<file path="src/rtl/dual_ctrl_i2c_target.sv">
module dual_ctrl_i2c_target #(
  parameter logic [5:0] DEV_ADDR_HI = 6'b000100
) (
  input  logic       clk,
  input  logic       rst_n,
  input  logic       pwr_ok,
  input  logic       addr_sel,
  input  logic       scl,
  input  logic       sda,
  input  logic       ovl1,
  input  logic       ovl2,
  input  logic       ot_flag,
  output logic       sda_oe,
  output logic       ch1_en,
  output logic [4:0] ch1_mode,
  output logic       ch2_en,
  output logic [3:0] ch2_mode
);
  typedef enum logic [2:0] {S_IDLE, S_ADDR, S_ADDR_ACK, S_WR, S_WR_ACK, S_RD, S_RD_ACK} st_t;

  st_t        st;
  logic       scl_q, sda_q, rw, rd_sel, m_ack;
  logic [3:0] cnt;
  logic [7:0] sh;
  logic [6:1] r1;
  logic [6:2] r2;

  wire scl_rise = scl & ~scl_q;
  wire scl_fall = ~scl & scl_q;
  wire start_c  = scl & scl_q & sda_q & ~sda;
  wire stop_c   = scl & scl_q & ~sda_q & sda;
  wire addr_hit = (sh[7:1] == {DEV_ADDR_HI, addr_sel});
  wire [7:0] rd1 = {1'b0, r1, ovl1};
  wire [7:0] rd2 = {1'b1, r2, ot_flag, ovl2};
  wire [7:0] rd_next = rd_sel ? rd2 : rd1;

  assign ch1_en   = r1[1];
  assign ch1_mode = r1[1] ? r1[6:2] : 5'd0;
  assign ch2_en   = r2[2];
  assign ch2_mode = r2[2] ? r2[6:3] : 4'd0;

  always_ff @(posedge clk or negedge rst_n) begin
    if (!rst_n) begin
      st <= S_IDLE; scl_q <= 1'b1; sda_q <= 1'b1; sda_oe <= 1'b0;
      cnt <= '0; sh <= '0; rw <= 1'b0; rd_sel <= 1'b0; m_ack <= 1'b0;
      r1 <= '0; r2 <= '0;
    end else begin
      scl_q <= scl;
      sda_q <= sda;
      if (!pwr_ok) begin
        st <= S_IDLE; sda_oe <= 1'b0; cnt <= '0; rd_sel <= 1'b0;
        r1 <= '0; r2 <= '0;
      end else if (start_c) begin
        st <= S_ADDR; sda_oe <= 1'b0; cnt <= '0; rd_sel <= 1'b0;
      end else if (stop_c) begin
        st <= S_IDLE; sda_oe <= 1'b0;
      end else begin
        case (st)
          S_ADDR, S_WR:
            if (scl_rise) begin
              sh  <= {sh[6:0], sda};
              cnt <= cnt + 4'd1;
            end else if (scl_fall && cnt == 4'd8) begin
              if (st == S_WR) begin
                if (sh[7]) r2 <= sh[6:2];
                else       r1 <= sh[6:1];
                sda_oe <= 1'b1;
                st     <= S_WR_ACK;
              end else if (addr_hit) begin
                rw     <= sh[0];
                sda_oe <= 1'b1;
                st     <= S_ADDR_ACK;
              end else begin
                st <= S_IDLE;
              end
            end
          S_ADDR_ACK:
            if (scl_fall) begin
              if (rw) begin
                sh <= rd1; sda_oe <= ~rd1[7]; cnt <= 4'd1; rd_sel <= 1'b1; st <= S_RD;
              end else begin
                sda_oe <= 1'b0; cnt <= '0; st <= S_WR;
              end
            end
          S_WR_ACK:
            if (scl_fall) begin
              sda_oe <= 1'b0; cnt <= '0; st <= S_WR;
            end
          S_RD:
            if (scl_fall) begin
              if (cnt == 4'd8) begin
                sda_oe <= 1'b0; st <= S_RD_ACK;
              end else begin
                sda_oe <= ~sh[6]; sh <= {sh[6:0], 1'b0}; cnt <= cnt + 4'd1;
              end
            end
          S_RD_ACK:
            if (scl_rise) m_ack <= ~sda;
            else if (scl_fall) begin
              if (m_ack) begin
                sh <= rd_next; sda_oe <= ~rd_next[7]; rd_sel <= ~rd_sel;
                cnt <= 4'd1; st <= S_RD;
              end else begin
                st <= S_IDLE;
              end
            end
          default: ;
        endcase
      end
    end
  end

  a_r1_ack_own_addr: assert property (@(posedge clk) disable iff (!rst_n)
    (st == S_ADDR_ACK) |-> (sh[7:1] == {DEV_ADDR_HI, addr_sel}));
  a_r5_sda_moves_scl_low: assert property (@(posedge clk) disable iff (!rst_n)
    (scl && $past(scl) && $past(pwr_ok)) |-> $stable(sda_oe));
  a_r6_idle_released: assert property (@(posedge clk) disable iff (!rst_n)
    (st == S_IDLE) |-> !sda_oe);
  a_r8_regs_change_on_byte: assert property (@(posedge clk) disable iff (!rst_n)
    !$stable({r1, r2}) |-> ($past(!pwr_ok) || $past(st == S_WR && scl_fall && cnt == 4'd8)));
  a_r8_stop_to_idle: assert property (@(posedge clk) disable iff (!rst_n)
    (pwr_ok && stop_c) |=> (st == S_IDLE));
  a_r9_power_clear: assert property (@(posedge clk) disable iff (!rst_n)
    !pwr_ok |=> (!sda_oe && !ch1_en && !ch2_en && ch1_mode == 5'd0 && ch2_mode == 4'd0));
endmodule

</file>
<file path="config.mk">
export PLATFORM = sky130hd
export DESIGN_NAME = dual_ctrl_i2c_target
export DESIGN_NICKNAME = d
export VERILOG_FILES = /design/src/rtl/dual_ctrl_i2c_target.sv
export SDC_FILE = /design/constraint.sdc
export NUM_CORES = 1
export LEC_CHECK = 0
export BUFFER_PORTS_ARGS = -buffer_cell sky130_fd_sc_hd__buf_4
export CORE_UTILIZATION = 35
export DETAILED_ROUTE_END_ITERATION = 16
export MAX_ROUTING_LAYER = met4
export REMOVE_ABC_BUFFERS = 1
export SLEW_MARGIN = 40
export SYNTH_ARGS = -nofsm -noshare
export SYNTH_HDL_FRONTEND = slang
export SYNTH_SLANG_ARGS = --single-unit
</file>
<file path="constraint.sdc">
create_clock -name clk -period 2.05 [get_ports clk]
set_input_delay 0.1025 -clock clk [delete_from_list [all_inputs] [get_ports clk]]
set_output_delay 0.1025 -clock clk [all_outputs]
set_load 0.005 [all_outputs]
</file>
Word level (Yosys, flattened, before mapping). Index checks and enable logic that the tools add are counted.

Flip-flop bits (word level): 32. Output and inout port bits: 12. Logic and storage cells: 171.

$add $sub $neg: 1. Eq/ne operators: 47. Multiplexer cells: 82. Bitwise gates (word level): 18. Reductions and logical operators: 12.

Operators by type and width (count): two-way mux 8 bit (9); two-way mux 4 bit (12); two-way mux 6 bit (8); two-way mux 5 bit (9); inequality test 5 bit, second input constant (9); two-way mux 3 bit (14); inequality test 4 bit, second input constant (9); case mux 8 bit (4 select lines) (1); two-way mux 1 bit (24); inequality test 2 bit, second input constant (12); AND reduction 7 bit (3); case mux 4 bit (5 select lines) (1); AND reduction 10 bit (2); case mux 3 bit (5 select lines) (1); AND reduction 12 bit (1); NOT 1 bit (11); == test 3 bit, second input constant (3); AND reduction 9 bit (1); inequality test 2 x 1 -> 1 bit, second input constant (4); inequality test 8 x 1 -> 1 bit, second input constant (1); AND reduction 8 bit (1); AND 1 bit (7); == test 7 x 4 -> 1 bit (1); inequality test 7 x 1 -> 1 bit, second input constant (1); 14 further kinds (15).

Depth between registers and ports, before layout. Gate-level depths: netlist of the first run.

Depth after elaboration: 9. Depth in mapped cells: 7. Depth with buffers taken out: 7.

Worst setup path before layout of the first run. Ideal clock, no wire load.

Kind: reg2reg. Start point: register cnt[0]. End point: register r1[2] in the netlist's numbering. Setup time: 125 ps. Arrival time: 1901 ps. Data required time: 1925 ps. Path slack: 24 ps. Cell stages (with the launch flop): 8. Clock period less this slack: 2026 ps. Path through: dfrtp_1 > inv_1 > ha_1 > nand3b_1 > or3_4 > or3b_4 > nand2_4 > mux2_2.

Cells in the longest elaborated chain, start to end: 4.

Ends and longest elaborated chain: from (decl) (RTL line 23) `logic [3:0] cnt;`; from (signal assigned) (RTL line 62) `cnt <= cnt + 4'd1;`; from (signal assigned) (RTL line 94) `sda_oe <= ~sh[6]; sh <= {sh[6:0], 1'b0}; cnt <= cnt + 4'd1;`; == test 4 bit (RTL line 63) `end else if (scl_fall && cnt == 4'd8) begin`; logical AND 1 bit (RTL line 63); inequality test 2 x 1 -> 1 bit (no source line); AND reduction 7 bit (no source line); to (signal assigned) (RTL line 66) `else r1 <= sh[6:1];`; to (decl) (RTL line 25) `logic [6:1] r1;`.

Every way passes these cells. A chain may end at the register's enable or synchronous reset.

Worst setup path after layout of the first run.
Start point: register cnt[1]. End point: register r1[2] in the netlist's numbering.

The elaborated chain is that of the path after synthesis.

==> results of run 1 <==
## metal layers
layer | vias to the layer above | GRT usage (%)
met5 | - | -
met4 | 0 | 9.81
met3 | 9 | 2.50
met2 | 46 | 24.6
met1 | 818 | 24.9
li1 | 813 | -
## kinds of logic (layout without fill, tap and decap cells)
family	after synthesis	after routing	share of synthesized area [%]
AOI/OAI and AO/OA	48	48	16.0
xor gates and xnor gates	2	2	0.886
adders and majority gates	2	2	1.27
buffers and inverters	14	58	2.91
DFF	32	32	40.6
muxes	31	31	17.0
and+or+nand+nor	73	73	21.3
## power by group through the flow
stage          clock network [µW]  registers (µW)  logic (µW)
2_1_floorplan                   0             717         103
3_3_place_gp                    0             725         179
3_5_place_dp                    0             726         181
4_1_cts                       628             714         189
5_1_grt                       658             720         219
6_report                      612             714         194
## worst register-to-register path: cells and delay by family, from the launching register on
family / cells / cell delay [ns]
multiplexers: 1 / 0.33
AND/OR/NAND/NOR: 4 / 1.02
adder cells (fa/ha/maj): 1 / 0.17
flip-flops: 1 / 0.38
buffers and inverters: 1 / 0.07
## metrics by stage
stage | hold slack [ns] | power (µW) | area [µm²] | util (%) | setup TNS, ns
final | 0.197 | 1520 | 2530 | 48.0 | -0.0332
after global routing | 0.194 | 1600 | 2530 | 48.0 | -0.464
after CTS | 0.192 | 1530 | 2470 | 46.8 | 0
after detailed placement | 0.0739 | 907 | 2310 | 43.9 | -0.127
after global placement | 0.0729 | 904 | 2310 | 43.9 | 0
after floorplan | -0.193 | 820 | 1950 | - | 0
## flip-flops by register name, summed over array words and instances, names as in the netlist
register and flops:
scl_q 1, sh 8, rd_sel 1, st 3
sda_oe 1, r2 5, sda_q 1, rw 1
r1 6, cnt 4, m_ack 1
## worst paths after layout
check | start | endpoint | cells past startpoint
worst max-delay path | cnt[1]$_DFFE_PN0P_ | r1[2]$_DFFE_PN0P_ | 7
min in group asynchronous | rst_n | st[0]$_DFFE_PN0P_ | 2
worst min-delay path | pwr_ok | r1[1]$_DFFE_PN0P_ | 3
max in group asynchronous | rst_n | sda_q$_DFF_PN1_ | 2
worst min register to register | sda_oe$_DFFE_PN0P_ | sda_oe$_DFFE_PN0P_ | 1
worst max register to register | cnt[1]$_DFFE_PN0P_ | r1[2]$_DFFE_PN0P_ | 7
## final cells by class
class | count | area share, %
clock buffers | 5 | 2.72
clock inverters | 3 | 1.68
inverters | 7 | 1.04
multi-input cells | 156 | 46.1
flip-flops and latches | 32 | 31.8
well taps | 70 | 3.46
repair buffers | 43 | 13.2
## cells in the final DEF, fill, tap and decap left out, drive strengths merged, types with 2 or more instances in the layout
| master | n |
|---|---|
| and3b | 2 |
| nor2 | 9 |
| a21oi | 4 |
| dfrtp | 30 |
| nand3b | 2 |
| mux2i | 10 |
| and2b | 2 |
| and2 | 14 |
| a211oi | 3 |
| mux2 | 21 |
| xnor2 | 2 |
| a21o | 2 |
| nor2b | 5 |
| buf | 40 |
| nand3 | 7 |
| o21ba | 2 |
| ha | 2 |
| clkbuf | 5 |
| nand2 | 17 |
| o21a | 2 |
| o21ai | 21 |
| nand2b | 8 |
| inv | 7 |
| dfstp | 2 |
| a31oi | 2 |
| dlygate4sd3 | 3 |
## what timing repair did
action	4_1_cts	5_1_grt
gates resized for setup	0	13
hold buffers	3	0
endpoints found under the hold margin	32	0
setup endpoints to repair	8	26
pin swaps	4	5
setup buffers	2	1
==> impl_metrics.ini, run 1 <==
[floorplanning]
io_pins = 21
core_region_area_mm2 = 0.00527
dieArea_mm2 = 0.00595
die_y_um = 77.2
die_w_um = 77.2
rows = 26
start_util_pct = 37.5

[timing]
setup_ws_ns = -0.0131
tightest_slew_ns = 0.414
setup_viol = 3
period_minus_slack_ns = 2.06
maxSlewViolCount = 0
relSlewSlack_pct = 72.4
rsz0062_at_grt = yes
fin_crit_sh_pct = 101
finClkSkew_ns = 0.00748
hold_viol_final = 0
fmax_mhz = 485

[outcome]
status = finished with violations
violations = setup timing

[synth]
yosys_warnings = 0
synth-edff-count = 0
synth.largest_area_cell = dfrtp_1
yosysSeqAreaShare_pct = 40.6
synth-main-ff-cell = dfrtp_1
synth_area_leaders = dfrtp_1 (38%), mux2_2 (12%), mux2i_1 (5.1%)
asyncSetResetFlopFracSynth_pct = 100
syn_area_per_cell_um2 = 9.79
netlist_area_mm2 = 0.00198
synth_commonest_cells = dfrtp_1 (30), mux2_2 (21), o21ai_0 (19)
synth.distinct_cells = 47
synth_cells = 202
yosysMostFrequentCell = dfrtp_1
synth-seq-cells = 32
synth_top_area_share_pct = 38.0

[drt]
drt_iter0_drc = 90
drc = 0
vias = 1686
wl_met3_um = 202
drtPass1Iterations = 4
drtAntennaViolNets = 0
top_layer = met4
met2_length_um = 2020
post_drt_via_cell_ratio = 5.34
routedWlPerCell_um = 14.9
routed_wl_um = 4720
m1WireLength_um = 2380

[final_layout]
drive_above_1_share_pct = 34.1
final_nets = 256
regArea_um2 = 805
n_fill_cell = 508
antenna_cells = 0
instances_no_fill = 316
multiInputGateArea_mm2 = 0.00116
syn2layout_area_growth_pct = 27.9

[power]
seqPwrFrac_pct = 47.0
leakage_uw = 0.00118
vdd_drop_max_mv = 0.323
power_density_mw_per_mm2 = 601
p_sw_uw = 385
p_clk_share_pct = 40.3
swShare_pct = 25.3
power.internal_uw = 1140
combPwrFrac_pct = 12.8

[clocking]
clockRootBuffer = clkbuf_8
clk_latency_ns = 0.29
cts_made_buffers = 5
clock-sinks = 32
htreeDepth = 2
cts_buffer_depth = 2
clkTransAtPathRegs_ns = 0.08
cts_tree = built

[worst_setup_path]
r2r_setup_slack_ns = -0.01
crit_path_end_kind = register
crit_required_ns = 2.23
crit_chain = inv_1 -> ha_2 -> nand3b_1 -> or3_4 -> or3b_4 -> nand2_4 -> mux2_2
path_buf_inv = 1
setup.worst_path.class = register to register
cpPeakStageDelay_ns = 0.40
cp_top_family = simple AND/OR/NAND/NOR gates
worstSetupStartpointType = register
worstPathMaxFanout = 5
worstPathArrival_ns = 2.25
slowest_stage = or3b_4

[run]
cap_viol_max_count = 0

[placed_design]
hpwlAfterDp_um = 3330
port_buffers = 20
placed_cells = 302
place.gp.congestion = 0.904
pre_cts_ws_ns = -0.0247

[grt]
grt_pass1_wl_um = 7940
grt_max_degree = 33
globalRouteTotalUtil_pct = 17.8
grt_antenna_before_repair = 0
grt_overflow_total = 0
grt_pass1_vias = 1613

[min_path]
min_path_type = input port to register
No activity file was read; power rests on OpenSTA's default activity.
==> run 2: changes to the inputs <==
ABC_AREA = 1   (was default)
==> run 2 against run 1 <==
  * The flow now finishes without violations
  * Fmax grew 11%
  * Total power shrank 2.7%
  * Cell count grew 31%
  * Register-to-register slack gained 0.20 ns
  * Clock skew shrank 0.0010 ns
  * Global-route usage grew 0.97 points
  * Combinational power shrank 9%
  * Largest cell class unchanged
  * Largest power group unchanged
==> impl_metrics.ini, run 2 <==
[placed_design]
place.gp.congestion = 0.926
placed_cells = 404
hpwlAfterDp_um = 3900
port_buffers = 20
pre_cts_ws_ns = 0.224

[outcome]
status = finished, final reports clean

[synth]
synth-seq-cells = 32
syn_area_per_cell_um2 = 6.92
synth_commonest_cells = nand2_1 (120), inv_1 (32), dfrtp_1 (30)
synth-edff-count = 0
asyncSetResetFlopFracSynth_pct = 100
synth_cells = 309
synth_top_area_share_pct = 35.1
netlist_area_mm2 = 0.00214
synth_area_leaders = dfrtp_1 (35%), nand2_1 (21%), o21ai_2 (5.7%)
synth-main-ff-cell = dfrtp_1
yosysMostFrequentCell = nand2_1
yosys_warnings = 0
synth.distinct_cells = 31
synth.largest_area_cell = dfrtp_1
yosysSeqAreaShare_pct = 37.6

[final_layout]
multiInputGateArea_mm2 = 0.00116
drive_above_1_share_pct = 20.6
final_nets = 350
syn2layout_area_growth_pct = 17.8
mostFrequentLayoutCell = nand2_1
antenna_cells = 0
instances_no_fill = 415
reg.largest.list = sh x8, r1 x6, r2 x5
largest_register_ffs = 8
n_fill_cell = 617
layout_common_cells = nand2_1 (120), inv_1 (32), dfrtp_1 (30)
regArea_um2 = 803
largest_register = sh

[floorplanning]
core_region_area_mm2 = 0.00592
dieArea_mm2 = 0.00642
io_pins = 21
start_util_pct = 36.1
rows = 28
die_y_um = 80.1
die_w_um = 80.1

[power]
p_clk_share_pct = 41.7
leakage_uw = 0.00133
p_sw_uw = 393
power_density_mw_per_mm2 = 587
power.internal_uw = 1090
vdd_drop_max_mv = 0.258
seqPwrFrac_pct = 46.4
combPwrFrac_pct = 12.0
swShare_pct = 26.6

[worst_setup_path]
worstPathArrival_ns = 2.04
setup.worst_path.class = register to register
crit_path_end_kind = register
crit_required_ns = 2.24
worstPathMaxFanout = 14
worstSetupStartpointType = register

[timing]
fmax_mhz = 538
maxSlewViolCount = 0
rsz0062_at_grt = no
period_minus_slack_ns = 1.86
fin_crit_sh_pct = 90.7
finClkSkew_ns = 0.00648
setup_viol = 0
setup_ws_ns = 0.191
tns_ns = 0
hold_viol_final = 0
tightest_slew_ns = 0.657
whs_ns = 0.132
relSlewSlack_pct = 56.2

[drt]
met2_length_um = 2450
m1WireLength_um = 2580
drt_iter0_drc = 183
post_drt_via_cell_ratio = 4.83
drc = 0
vias = 2003
drtPass1Iterations = 4
routedWlPerCell_um = 12.7
drtAntennaViolNets = 0
top_layer = met4
routed_wl_um = 5280
wl_met3_um = 158

[clocking]
cts_buffer_depth = 2
clkTransAtPathRegs_ns = 0.08
cts_tree = built
clock-sinks = 32
clockRootBuffer = clkbuf_8
post_cts_resized = 0
cts_made_buffers = 5
clk_latency_ns = 0.29
htreeDepth = 2

[grt]
globalRouteTotalUtil_pct = 18.8
grt_antenna_before_repair = 0
grt_pass1_wl_um = 8980
grt_overflow_total = 0
grt_pass1_vias = 1892
grt_max_degree = 33

[run]
cap_viol_max_count = 0

[min_path]
min_path_type = input port to register
-- run 2: cell count changes after synthesis, sizes merged, moves of 8 or more --
cell,before,now
and2,14,0
mux2i,10,0
nand2,17,128
nand2b,8,0
nor2,9,36
mux2,21,0
inv,7,35
nand3,7,20
-- run 2: metal layers --
layer,global-route usage [%],vias to the layer above
li1,-,1040
met1,24.5,922
met2,29.2,34
met3,3.18,7
met4,6.79,0
met5,-,-
-- run 2: worst paths after layout --
kind,from,to,slack [ns],cells past startpoint
min reg2reg,sda_oe$_DFFE_PN0P_,sda_oe$_DFFE_PN0P_,0.48,2
max in group asynchronous,rst_n,scl_q$_DFF_PN1_,1.42,2
max,cnt[0]$_DFFE_PN0P_,sh[1]$_DFFE_PN0P_,0.19,11
min,ot_flag,sh[1]$_DFFE_PN0P_,0.13,5
max reg2reg,cnt[0]$_DFFE_PN0P_,sh[1]$_DFFE_PN0P_,0.19,11
min in group asynchronous,rst_n,st[1]$_DFFE_PN0P_,0.29,2
-- run 2: critical path, cell delays in order, from the launching register on --
cell and delay (ns):
dfrtp_1 0.41, inv_1 0.09, ha_1 0.14, nand2_1 0.04
nor2_1 0.28, nand3_1 0.14, o21ai_2 0.11, a21oi_2 0.05
nand2_2 0.24, inv_1 0.12, nand2_1 0.08, nand2_1 0.05
-- run 2: through the flow --
stage / power (µW) / util [%] / instance area, µm²
after CTS: 1510 / 42.5 / 2520
after floorplan: 800 / - / 2090
after detailed placement: 872 / 40.1 / 2380
final: 1480 / 42.5 / 2520
after global placement: 871 / 40.1 / 2380
after global routing: 1550 / 42.5 / 2520
-- run 2: power groups by stage --
stage	Sequential, µW	Combinational [µW]	Clock, µW
4_1_cts	686	180	640
6_report	686	177	616
3_3_place_gp	698	174	0
2_1_floorplan	690	110	0
5_1_grt	691	204	653
3_5_place_dp	698	174	0
-- run 2: cells by family after synthesis --
group                    Yosys count  synth area share [%]
AO/OA/AOI/OAI                     41                  13.2
XOR/XNOR                           2                 0.820
adder cells (fa/ha/maj)            2                  1.17
AND/OR/NAND/NOR                  192                  39.1
flip-flops                        32                  37.6
buffers and inverters             40                  8.14
-- run 2: timing repair --
item / in CTS / in global routing
hold buffers: 3 / 0
setup buffers: 0 / 0
endpoints found under the hold margin: 32 / 0
-- run 2: cell type report --
| cell class | instances | area share [%] |
|---|---|---|
| Multi-Input combinational cell | 237 | 46.1 |
| Sequential cell | 32 | 31.9 |
| Timing Repair Buffer | 28 | 8.65 |
| Inverter | 35 | 5.22 |
| Tap cell | 75 | 3.73 |
| Clock buffer | 5 | 2.73 |
| Clock inverter | 3 | 1.69 |
==> run 3: changes to the inputs <==
--- a/config.mk
+++ b/config.mk
@@ -9,5 +9,6 @@
 export BUFFER_PORTS_ARGS = -buffer_cell sky130_fd_sc_hd__buf_4
-export CORE_UTILIZATION = 35
+export CORE_UTILIZATION = 45
 export DETAILED_ROUTE_END_ITERATION = 16
 export MAX_ROUTING_LAYER = met4
+export PLACE_DENSITY = 0.66
 export REMOVE_ABC_BUFFERS = 1
--- a/constraint.sdc
+++ b/constraint.sdc
@@ -3,2 +3,2 @@
 set_output_delay 0.1025 -clock clk [all_outputs]
-set_load 0.005 [all_outputs]
+set_load 0.1 [all_outputs]
==> run 3 against run 2 <==
  * Clock skew is 0.0027 ns higher
  * Global-route usage is 5.1 points higher
  * Combinational power is 17% higher
  * Clock power is 2% lower
  * Register-to-register slack better by 0.04 ns
  * Design area is 1.7% lower
  * First-iteration DRC count is 2.7% lower
==> impl_metrics.ini, run 3 (synthesis results as in run 2) <==
[final_layout]
layout_common_cells = nand2_1 (120), inv_1 (32), dfrtp_1 (30)
mostFrequentLayoutCell = nand2_1
largest_register_ffs = 8
antenna_cells = 0
drive_above_1_share_pct = 20.4
final_nets = 348
largest_register = sh
syn2layout_area_growth_pct = 15.8
reg.largest.list = sh x8, r1 x6, r2 x5
final_cell_area_mm2 = 0.00247

[worst_setup_path]
crit_chain = dlygate4sd3_1 -> buf_4 -> inv_1 -> nor2_1 -> nand2_1 -> nand2_1 -> nor2_2 -> nand2_1 -> nor2_1 -> nand2_2 -> inv_1 -> nand2_1 -> nand2_1
worstPathArrival_ns = 2.09
crit_required_ns = 2.29
worstPathMaxFanout = 14
cpPeakStageDelay_ns = 0.54
cpMostUsedCell = nand2_1
setup.worst_path.class = input port to register
crit_path_end_kind = register
slowest_stage = dlygate4sd3_1
worstSetupStartpointType = input port

[drt]
drc = 0
post_drt_via_cell_ratio = 5.15
drtAntennaViolNets = 0
routed_wl_um = 5160
vias = 2009
drt_iter0_drc = 178
routedWlPerCell_um = 13.2
drtPass1Iterations = 10

[grt]
grt_pass1_vias = 1903
globalRouteTotalUtil_pct = 23.9
grt_max_degree = 33
grt_overflow_total = 0
grt_antenna_before_repair = 0
grt_pass1_wl_um = 9050

[min_path]
min_path_type = input port to register

[timing]
hold_viol_final = 0
setup_viol = 0
tns_ns = 0
relSlewSlack_pct = 56.2
maxSlewViolCount = 0
fmax_mhz = 539
period_minus_slack_ns = 1.86
whs_ns = 0.118
fin_crit_sh_pct = 90.5
finClkSkew_ns = 0.00922
tightest_slew_ns = 0.657

[floorplanning]
dieArea_mm2 = 0.00503
rows = 24
io_pins = 21
core_region_area_mm2 = 0.00444
start_util_pct = 48.1
die_y_um = 70.9
die_w_um = 70.9

[placed_design]
hpwlAfterDp_um = 3730
place.gp.congestion = 0.929
port_buffers = 20
placed_area_mm2 = 0.00233

[clocking]
cts_tree = built
clk_latency_ns = 0.29
clockRootBuffer = clkbuf_8
cts_made_buffers = 5
cts_buffer_depth = 2
postCtsSetupRepairBufs = 0
clkTransAtPathRegs_ns = 0.07
clock-sinks = 32
htreeDepth = 2

[power]
combPwrFrac_pct = 13.8
power.internal_uw = 1090
power_density_mw_per_mm2 = 605
swShare_pct = 27.4
seqPwrFrac_pct = 45.8
p_clk_share_pct = 40.4
leakage_uw = 0.00132
p_sw_uw = 410
vdd_drop_max_mv = 0.339
total_power_uw = 1500

[outcome]
status = finished, final reports clean

[run]
cap_viol_max_count = 0
==> run 3: per-stage QoR <==
step | cells | utilization (%) | setup WS (ns)
after floorplan | 304 | - | 0.227
after global placement | 379 | 52.5 | 0.174
after detailed placement | 379 | 52.5 | 0.155
after CTS | 390 | 55.6 | 0.137
after global routing | 390 | 55.7 | -0.0284
final | 390 | 55.7 | 0.194
==> run 3: final timing paths <==
path | start | end | slack, ns | cells past startpoint
max | sda | sh[2]$_DFFE_PN0P_ | 0.19 | 13
min | ot_flag | sh[1]$_DFFE_PN0P_ | 0.12 | 5
max reg2reg | st[2]$_DFFE_PN0P_ | sh[2]$_DFFE_PN0P_ | 0.23 | 9
min reg2reg | sda_oe$_DFFE_PN0P_ | sda_oe$_DFFE_PN0P_ | 0.47 | 2
max in group asynchronous | rst_n | sda_q$_DFF_PN1_ | 1.42 | 2
min in group asynchronous | rst_n | r1[6]$_DFFE_PN0P_ | 0.29 | 2
==> run 3: metal layers <==
layer | global-route usage (%) | wire [µm] | share of wire [%]
met4 | 9.11 | 77 | 1.5
met2 | 34.8 | 2290 | 44
met3 | 4.84 | 256 | 5.0
met1 | 32.8 | 2540 | 49
met5 | - | 0 | 0
==> run 3: layout make-up <==
| type | count | area (µm²) |
|---|---|---|
| clock buffer | 6 | 72.6 |
| clock inverter | 2 | 35.0 |
| fill | 444 | 1970 |
| inverter | 35 | 131 |
| multi-input combinational | 237 | 1160 |
| sequential | 32 | 803 |
| tap | 52 | 65.1 |
| timing repair buffer | 26 | 203 |
==> run 3: critical path: cells and delay by family <==
family / cells / cell delay [ns]
AND/OR/NAND/NOR: 9 / 1.01
buffers and inverters: 4 / 0.97
==> run 3: repair_timing <==
item	4_1_cts	5_1_grt
endpoints found under the hold margin	32	0
endpoints found under the setup margin	0	5
hold buffers	3	0
gates resized for setup	0	2
==> run 3: power by group through the flow <==
stage	Clock [µW]	Combinational, µW	Sequential, µW
floorplan	0	110	719
finish	605	207	685
global placement	0	203	697
global route	647	234	690
CTS	628	208	685
detailed placement	0	203	697
